==> config.mk <==
export PLATFORM = sky130hd
export DESIGN_NAME = accum_alu
export DESIGN_NICKNAME = d
export VERILOG_FILES = /design/src/rtl/accum_alu_pkg.sv /design/src/rtl/ripple_adder.sv /design/src/rtl/alu_core.sv /design/src/rtl/accum_alu.sv
export SDC_FILE = /design/constraint.sdc
export NUM_CORES = 1
export LEC_CHECK = 0
export BUFFER_PORTS_ARGS = -buffer_cell sky130_fd_sc_hd__buf_2
export CAP_MARGIN = 20
export CORE_MARGIN = 2
export CORE_UTILIZATION = 25
export CTS_CLUSTER_SIZE = 12
export DETAILED_ROUTE_END_ITERATION = 16
export PLACE_DENSITY_LB_ADDON = 0.12
export RECOVER_POWER = 100
export SYNTH_ARGS = -nofsm -noshare
export SYNTH_HDL_FRONTEND = slang
export SYNTH_SLANG_ARGS = --single-unit
==> constraint.sdc <==
create_clock -name clk -period 5.4 [get_ports clk]
set_clock_uncertainty 0.05 [all_clocks]
set_input_delay 0 -clock clk [delete_from_list [all_inputs] [get_ports clk]]
set_output_delay 0 -clock clk [all_outputs]
set_load 0.01 [all_outputs]
==> src/rtl/accum_alu_pkg.sv <==
package accum_alu_pkg;

    localparam int OPND_W_DEF = 4;
    localparam int RES_W_DEF  = 8;
    localparam int OP_W       = 3;

    typedef enum logic [OP_W-1:0] {
        OP_ADD_RC = 3'd0,
        OP_ADD_BH = 3'd1,
        OP_SEXT   = 3'd2,
        OP_ANY    = 3'd3,
        OP_ALL    = 3'd4,
        OP_SHL    = 3'd5,
        OP_MUL    = 3'd6,
        OP_HOLD   = 3'd7
    } alu_op_e;

endpackage

==> src/rtl/ripple_adder.sv <==
module ripple_adder #(
    parameter int W = 4
) (
    input  logic [W-1:0] x_in,
    input  logic [W-1:0] y_in,
    input  logic         c_in,
    output logic [W:0]   sum_out
);
    logic [W:0] carry;

    assign carry[0] = c_in;

    for (genvar i = 0; i < W; i++) begin : g_fa
        logic p_bit;
        assign p_bit         = x_in[i] ^ y_in[i];
        assign sum_out[i]    = p_bit ^ carry[i];
        assign carry[i+1]    = (x_in[i] & y_in[i]) | (p_bit & carry[i]);
    end

    assign sum_out[W] = carry[W];

endmodule

==> src/rtl/alu_core.sv <==
module alu_core
    import accum_alu_pkg::*;
#(
    parameter int DW = OPND_W_DEF,
    parameter int RW = RES_W_DEF
) (
    input  alu_op_e        op,
    input  logic [DW-1:0]  a,
    input  logic [DW-1:0]  b,
    input  logic [DW:0]    rc_sum,
    output logic [RW-1:0]  y
);
    localparam int CAT_W = 2 * DW;

    logic [CAT_W-1:0] both_opnd;
    logic [RW-1:0]    a_ext;
    logic [RW-1:0]    b_ext;

    assign both_opnd = {a, b};
    assign a_ext     = RW'(a);
    assign b_ext     = RW'(b);

    always_comb begin
        y = '0;
        unique case (op)
            OP_ADD_RC: y = RW'(rc_sum);
            OP_ADD_BH: y = a_ext + b_ext;
            OP_SEXT:   y = {{(RW-DW){b[DW-1]}}, b};
            OP_ANY:    y = RW'(|both_opnd);
            OP_ALL:    y = RW'(&both_opnd);
            OP_SHL:    y = b_ext << a;
            OP_MUL:    y = a_ext * b_ext;
            OP_HOLD:   y = '0;
            default:   y = '0;
        endcase
    end

endmodule

==> src/rtl/accum_alu.sv <==
module accum_alu
    import accum_alu_pkg::*;
#(
    parameter int DW = OPND_W_DEF,
    parameter int RW = RES_W_DEF
) (
    input  logic          clk,
    input  logic          rst_n,
    input  logic [DW-1:0] data_a,
    input  logic [2:0]    op_sel,
    output logic [RW-1:0] result
);
    typedef struct packed {
        logic [RW-1:0] acc;
    } acc_state_t;

    acc_state_t     state_d, state_q;
    alu_op_e        op_e;
    logic [DW-1:0]  opnd_b;
    logic [DW:0]    rc_sum;
    logic [RW-1:0]  alu_y;

    assign op_e   = alu_op_e'(op_sel);
    assign opnd_b = state_q.acc[DW-1:0];

    ripple_adder #(.W(DW)) u_rca (
        .x_in    (data_a),
        .y_in    (opnd_b),
        .c_in    (1'b0),
        .sum_out (rc_sum)
    );

    alu_core #(.DW(DW), .RW(RW)) u_alu (
        .op     (op_e),
        .a      (data_a),
        .b      (opnd_b),
        .rc_sum (rc_sum),
        .y      (alu_y)
    );

    always_comb begin
        state_d = state_q;
        if (!rst_n) begin
            state_d.acc = '0;
        end else if (op_e != OP_HOLD) begin
            state_d.acc = alu_y;
        end
    end

    always_ff @(posedge clk) begin
        state_q <= state_d;
    end

    assign result = state_q.acc;

    // Checker state: whether the previous edge saw reset asserted.
    logic rst_seen_q;
    always_ff @(posedge clk) begin
        rst_seen_q <= !rst_n;
    end

    always @(posedge clk) begin
        if (rst_seen_q === 1'b1) begin
            assert_reset_clears_R1: assert (result == '0)
                else $error("reset did not clear result");
        end
    end

    // Structural adder must agree with an independent sum of the operands.
    assert_ripple_sum_R2: assert property (@(posedge clk) disable iff (!rst_n)
        rc_sum == ((DW+1)'(data_a) + (DW+1)'(opnd_b)));

    // Feedback: operand B is the low nibble of the previous result.
    assert_feedback_add_R10: assert property (@(posedge clk) disable iff (!rst_n)
        (op_sel == 3'd1) |=> result == (RW'($past(data_a)) + RW'($past(result[DW-1:0]))));

    assert_sign_ext_R4: assert property (@(posedge clk) disable iff (!rst_n)
        (op_sel == 3'd2) |=> result[RW-1:DW] == {(RW-DW){result[DW-1]}});

    assert_flag_width_R5: assert property (@(posedge clk) disable iff (!rst_n)
        (op_sel == 3'd3 || op_sel == 3'd4) |=> result[RW-1:1] == '0);

    assert_product_R8: assert property (@(posedge clk) disable iff (!rst_n)
        (op_sel == 3'd6) |=> result == RW'(RW'($past(data_a)) * RW'($past(result[DW-1:0]))));

    assert_hold_stable_R9: assert property (@(posedge clk) disable iff (!rst_n)
        (op_sel == 3'd7) |=> $stable(result));

endmodule

==> flow_summary.json, run 1 <==
{
  "area_growth_syn_to_layout_pct": 9.149,
  "coreArea_sq_um": 5205,
  "required_ns": 5.47,
  "cts_tree": "done",
  "power_density_nw_per_um2": 160.7,
  "setup_tns_ns": 0,
  "grt_max_degree": 19,
  "synth_edf_count": 0,
  "yosysWarnings": 0,
  "hold_violations": 0,
  "start_util": 0.2627,
  "syn_inst": 174,
  "grt.total_usage": 0.1365,
  "rows": 26,
  "antenna_cells": 0,
  "multi_input_area_sq_um": 1070,
  "dieArea_sq_um": 6078,
  "worstSkewPairLatency_ns": 0.23,
  "synthFlopType": "dfxtp_1",
  "num_io_pins": 17,
  "clock-sinks": 8,
  "crit_type": "register to register",
  "gr-total-overflow": 0,
  "cts_max_level": 1,
  "drc_errors": 0,
  "worstPathCellList": "nand2_1 -> fa_1 -> inv_1 -> fa_1 -> inv_1 -> fa_1 -> nand2b_1 -> a21oi_1 -> mux2i_1 -> a31oi_1 -> o21bai_1",
  "synth_cell_types": 48,
  "peakVddDrop_mv": 0.07720,
  "cts_buffer_depth": 2,
  "critPathTopFamily": "adder cells",
  "fillers": 603,
  "register_area_sq_um": 160.2,
  "max_freq_mhz": 295.2,
  "drtPass1Iterations": 4,
  "tightest_slew_ns": 0.4399,
  "drt-initial-drc-count": 67,
  "hp-class": "input pin to register",
  "num_vias": 1307,
  "setup_violations": 0,
  "antenna_left": 0,
  "status": "complete, no violations",
  "largest_reg_flops": 8,
  "slew_headroom": 0.7063,
  "path_buf_inv": 2,
  "cpMaxStageDelayCell": "dfxtp_1",
  "ctsHoldBuffers": 0,
  "final_area_sq_um": 1493,
  "rsz0062_at_grt": "false",
  "syn_area_sq_um": 1368,
  "synth_mux_area_frac": 0.04666,
  "total_power_uw": 239.9,
  "worst_hold_slack_ns": 0.05713,
  "clk_pin_slew_worst_paths_ns": 0.04,
  "synth_compound_area_frac": 0.1995,
  "ctsResizeCount": 0,
  "dieHeight_microns": 77.96,
  "cts_root_buf": "clkbuf_8",
  "crit_top_cell": "fa_1",
  "vias_per_cell": 5.125,
  "yosys.area_share.simple": 0.2717,
  "min_period_over_period": 0.6274,
  "cap_violations": 0,
  "worst_setup_path_end_kind": "register",
  "avgSynthCellArea_sq_um": 7.860,
  "dpl_cell_area_sq_um": 1461,
  "r2r_slack_ns": 2.01,
  "ys_ff_latch": 8,
  "hpwl_microns": 3057,
  "grt_pass1_wl_microns": 6575,
  "routedWlPerCell_microns": 15.05,
  "cp-start-kind": "register",
  "syn-num-nets": 207,
  "synth_top_family_by_area": "simple AND/OR/NAND/NOR gates",
  "place_congestion": 0.8535,
  "crit_arrival_ns": 3.46,
  "port_buffers": 16,
  "wirelength_microns": 3837,
  "synth-xor-area-share": 0.006404,
  "grt_pass1_vias": 1330,
  "cts_setup_buffers": 0,
  "async_reset_ff_frac": 0,
  "die_w_microns": 77.96,
  "cts_buffers": 3,
  "slew_violations": 0,
  "fin_nets": 220,
  "antenna_found_initial": 0,
  "ys_seq_area_frac": 0.1171,
  "crit_fanout": 12,
  "finalCriticalPeriod_ns": 3.388,
  "final_layout_size_suffix_gt1_frac": 0.1081,
  "cpPeakStageDelay_ns": 0.56,
  "cellLeakagePower_uw": 0.0006321,
  "synth_fa_ha_area_frac": 0.2580
}
[worst reg2reg max path, stage by stage, from the launching register on]
cell	delay, ns
dfxtp_1	0.56
nand2_1	0.18
fa_1	0.56
inv_1	0.05
fa_1	0.56
inv_1	0.07
fa_1	0.43
nand2b_1	0.18
a21oi_1	0.17
mux2i_1	0.21
a31oi_1	0.10
o21bai_1	0.15
[cell families after synthesis]
logic type      after synthesis
fa+ha+maj                    24
flops                         8
compound gates               44
mux                           5
simple gates                 67
xor+xnor                      1
buf+inv                      25
[synth_stat cells (all sizes together) (2+ instances only)]
master / count / area (sq um)
a211oi: 3 / 22.52
a21oi: 9 / 45.04
a31oi: 6 / 37.54
and2: 7 / 46.29
and3: 2 / 13.77
buf: 7 / 60.05
dfxtp: 8 / 160.2
fa: 7 / 140.1
ha: 17 / 212.7
inv: 17 / 63.81
mux2i: 3 / 30.03
nand2: 17 / 63.81
nand2b: 3 / 18.77
nand3: 4 / 20.02
nand3b: 2 / 15.01
nand4b: 2 / 17.52
nor2: 15 / 63.81
nor2b: 3 / 26.27
nor3: 4 / 20.02
nor3b: 3 / 27.52
nor4b: 3 / 26.28
o21ai: 14 / 70.07
o21bai: 2 / 15.01
o22ai: 2 / 12.51
[where the power goes]
| part | switching (uW) | total [uW] | internal, uW | leakage (uW) |
|---|---|---|---|---|
| clock network | 25.7 | 74.2 | 48.5 | 0.0000216 |
| logic | 56.9 | 94.8 | 37.9 | 0.000545 |
| registers | 8.10 | 70.9 | 62.8 | 0.0000655 |
[path summary, 6_finish.rpt]
| kind | end | cells after the start | start |
|---|---|---|---|
| hold reg to reg | result[6] | 3 | result[6] |
| setup / recovery | result[6] | 11 | result[3] |
| hold / removal | result[2] | 2 | rst_n |
| setup reg to reg | result[6] | 11 | result[3] |
[cell type report]
type                            count  area share
Clock buffer                        3     0.02766
Inverter                           17     0.04275
Multi-Input combinational cell    141      0.7167
Sequential cell                     8      0.1073
Tap cell                           70     0.05868
Timing Repair Buffer               16     0.04694
[layout by cell type, fill, tap and decap left out, types with 3 or more instances in the layout]
master / n
nand2_1: 17
ha_1: 17
inv_1: 16
nor2_1: 14
a21oi_1: 9
o21ai_0: 8
buf_2: 8
clkbuf_1: 8
dfxtp_1: 8
fa_1: 7
a31oi_1: 6
o21ai_1: 6
and2_1: 4
nand3_1: 4
nor3_1: 4
nor4b_1: 3
nand2b_1: 3
a211oi_1: 3
mux2i_1: 3
clkbuf_8: 3
[layer usage]
| metal | share of wire | global-route usage | vias to the layer above |
|---|---|---|---|
| li1 | - | - | 644 |
| met1 | 0.52 | 0.2034 | 624 |
| met2 | 0.42 | 0.1922 | 29 |
| met3 | 0.034 | 0.03023 | 10 |
| met4 | 0.025 | 0.04386 | 0 |
| met5 | 0 | 0 | - |
[per-stage QoR]
stage | utilization | worst slack [ns] | cells
after floorplan | - | 2.297 | 174
after global placement | 0.2808 | 2.110 | 252
after detailed placement | 0.2808 | 2.023 | 252
after CTS | 0.2887 | 2.008 | 255
after global routing | 0.2868 | 1.783 | 255
final | 0.2868 | 2.012 | 255
No activity file was read; power rests on OpenSTA's default activity.
==> run 2: changes to the inputs <==
Settings changed: ABC_AREA from default to 1.
Clock period 5.4 ns to 2.8 ns, I/O delays scaled along.
==> flow_summary.json, run 2 <==
{
  "status": "complete, no violations",
  "r2r-end": "result[3]",
  "top_layer": "met4",
  "cp-start-kind": "register",
  "cellLeakagePower_uw": 0.0009387,
  "hold_violations": 0,
  "slew_violations": 0,
  "synth_cell_types": 23,
  "slew_headroom": 0.7227,
  "cts_max_level": 1,
  "final.setup.worst_slack_ns": 0.1934,
  "final_layout_size_suffix_gt1_frac": 0.2289,
  "preCtsSetupSlack_ns": 0.06422,
  "cts_buffer_depth": 2,
  "place_congestion": 0.8059,
  "drt-initial-drc-count": 70,
  "synth.most_common_cell": "nand2_1",
  "r2r_slack_ns": 0.19,
  "critPathTopFamily": "adder cells",
  "synthFlopType": "dfxtp_1",
  "synth_top_area_cell": "ha_1",
  "coreArea_sq_um": 5405,
  "ys_ff_latch": 8,
  "hpwl_microns": 3453,
  "clock-sinks": 8,
  "num_io_pins": 17,
  "antenna_cells": 0,
  "wirelength_microns": 4134,
  "cts_buffers": 3,
  "cap_violations": 0,
  "final_area_sq_um": 1688,
  "antenna_left": 0,
  "rows": 27,
  "yosysWarnings": 0,
  "grt_max_degree": 11,
  "worst_setup_path_end_kind": "register",
  "wl_met3_microns": 132,
  "crit_top_cell": "inv_1",
  "start_util": 0.2544,
  "area_growth_syn_to_layout_pct": 22.75,
  "met1_length_microns": 2065,
  "grt.total_usage": 0.1490,
  "hold_depth": 3,
  "synth_edf_count": 0,
  "grt_pass1_vias": 1499,
  "ys_seq_area_frac": 0.1165,
  "async_reset_ff_frac": 0,
  "die_w_microns": 78.17,
  "final_cell_mix": "nand2_1 (54), inv_1 (33), nor2_1 (21), nand3_1 (21), ha_1 (13)",
  "worstPathCellList": "nand2_2 -> fa_1 -> inv_1 -> fa_1 -> inv_1 -> fa_2 -> nor2_1 -> nor2_1 -> nand4_1 -> nand2_1 -> inv_1",
  "tightest_slew_ns": 0.4160,
  "yosys-top-cells-area": "ha_1 (15%), nand2_1 (15%), dfxtp_1 (12%)",
  "power_density_nw_per_um2": 287.2,
  "setup_violations": 0,
  "r2r-start": "result[3]",
  "min_period_over_period": 0.9309,
  "synth_top_area_frac": 0.1547,
  "cpPeakStageDelay_ns": 0.56,
  "worstSkewPairLatency_ns": 0.23,
  "cpMaxStageDelayCell": "fa_2",
  "finalCriticalPeriod_ns": 2.607,
  "worst_hold_slack_ns": 0.01369,
  "mostFrequentLayoutCell": "nand2_1",
  "peakVddDrop_mv": 0.1258,
  "yosys-top-cells-count": "nand2_1 (56), inv_1 (34), nand3_1 (22)",
  "syn_inst": 221,
  "syn-num-nets": 254,
  "syn_area_sq_um": 1375,
  "fin_nets": 284,
  "crit_arrival_ns": 2.69,
  "required_ns": 2.88,
  "min_to": "result[7]",
  "port_buffers": 16,
  "drc_errors": 0,
  "max_freq_mhz": 383.6,
  "cts_tree": "done",
  "path_buf_inv": 3,
  "avgSynthCellArea_sq_um": 6.222,
  "hold_start": "rst_n",
  "dieArea_sq_um": 6110,
  "antenna_found_initial": 0,
  "cts_root_buf": "clkbuf_8",
  "dpl_cell_area_sq_um": 1609,
  "crit_fanout": 2,
  "routedWlPerCell_microns": 12.88,
  "crit_type": "register to register",
  "grt_pass1_wl_microns": 7148,
  "num_vias": 1435,
  "drtPass1Iterations": 4,
  "clk_pin_slew_worst_paths_ns": 0.05,
  "gr-total-overflow": 0,
  "dieHeight_microns": 78.17,
  "wl_met2_microns": 1892,
  "rr_worst_depth": 11,
  "largest_reg_flops": 8,
  "vias_per_cell": 4.470,
  "hp-class": "input pin to register"
}
-- run 2: cell types whose count changed after synthesis, moves of 5 or more --
cell | before | now
inv_2 | 1 | 9
inv_1 | 16 | 34
nand3_1 | 4 | 22
a31oi_1 | 6 | 0
nand2_2 | 0 | 6
and2_1 | 5 | 0
nand2_1 | 17 | 56
nor2_1 | 14 | 21
-- run 2: metrics by stage --
step,setup TNS (ns),power [uW],util,instances
2_1_floorplan,0,254.2,-,221
3_5_place_dp,0,327.9,0.2977,317
5_1_grt,-0.006700,530.9,0.3123,321
4_1_cts,0,480.4,0.3053,320
6_report,0,484.8,0.3123,321
3_3_place_gp,0,333.6,0.2977,317
-- run 2: logic make-up (layout without fill, tap and decap cells) --
| family | count (synthesis) | after routing | share of synthesized area |
|---|---|---|---|
| adder cells (fa/ha/maj) | 24 | 24 | 0.2566 |
| buffers and inverters | 46 | 74 | 0.1319 |
| flip-flops | 8 | 8 | 0.1165 |
| AO/OA/AOI/OAI | 20 | 20 | 0.07461 |
| AND/OR/NAND/NOR | 123 | 123 | 0.4204 |
-- run 2: metal layers --
layer | track usage | vias up
li1 | - | 761
met1 | 0.2044 | 646
met2 | 0.2414 | 24
met3 | 0.02989 | 4
met4 | 0.03333 | 0
met5 | 0 | -
-- run 2: report_power, final --
part | leakage, uW | internal [uW] | switching [uW]
Clock | 0.0000216 | 94.0 | 53.8
Sequential | 0.0000657 | 121 | 3.61
Combinational | 0.000851 | 82.9 | 129
Total | 0.000939 | 298 | 187
-- run 2: worst min-delay path, stage by stage --
cell     delay, ns
buf_2         0.15
nand2_1       0.07
inv_1         0.03
-- run 2: area by class of cell --
cell class	count	area, sq um
Fill cell	627	3717
Multi-Input combinational cell	167	1076
Sequential cell	8	161.4
Inverter	43	161.4
Timing Repair Buffer	28	157.7
Tap cell	72	90.09
Clock buffer	3	41.29
-- run 2: worst max-delay path by stage --
stage / startpoint / endpoint / slack, ns / cells after the start
after floorplan: result[1] / result[4] / 0.006 / 14
after global placement: result[3] / result[4] / 0.08 / 14
after detailed placement: result[3] / result[6] / 0.06 / 14
after CTS: result[3] / result[6] / 0.05 / 14
after global routing: result[3] / result[6] / -0.007 / 14
final: result[3] / result[3] / 0.19 / 11
-- run 2: what timing repair did --
action	CTS	global route
buffers inserted	0	1
gates resized for setup	0	10
hold buffers	0	0
setup endpoints to repair	0	5
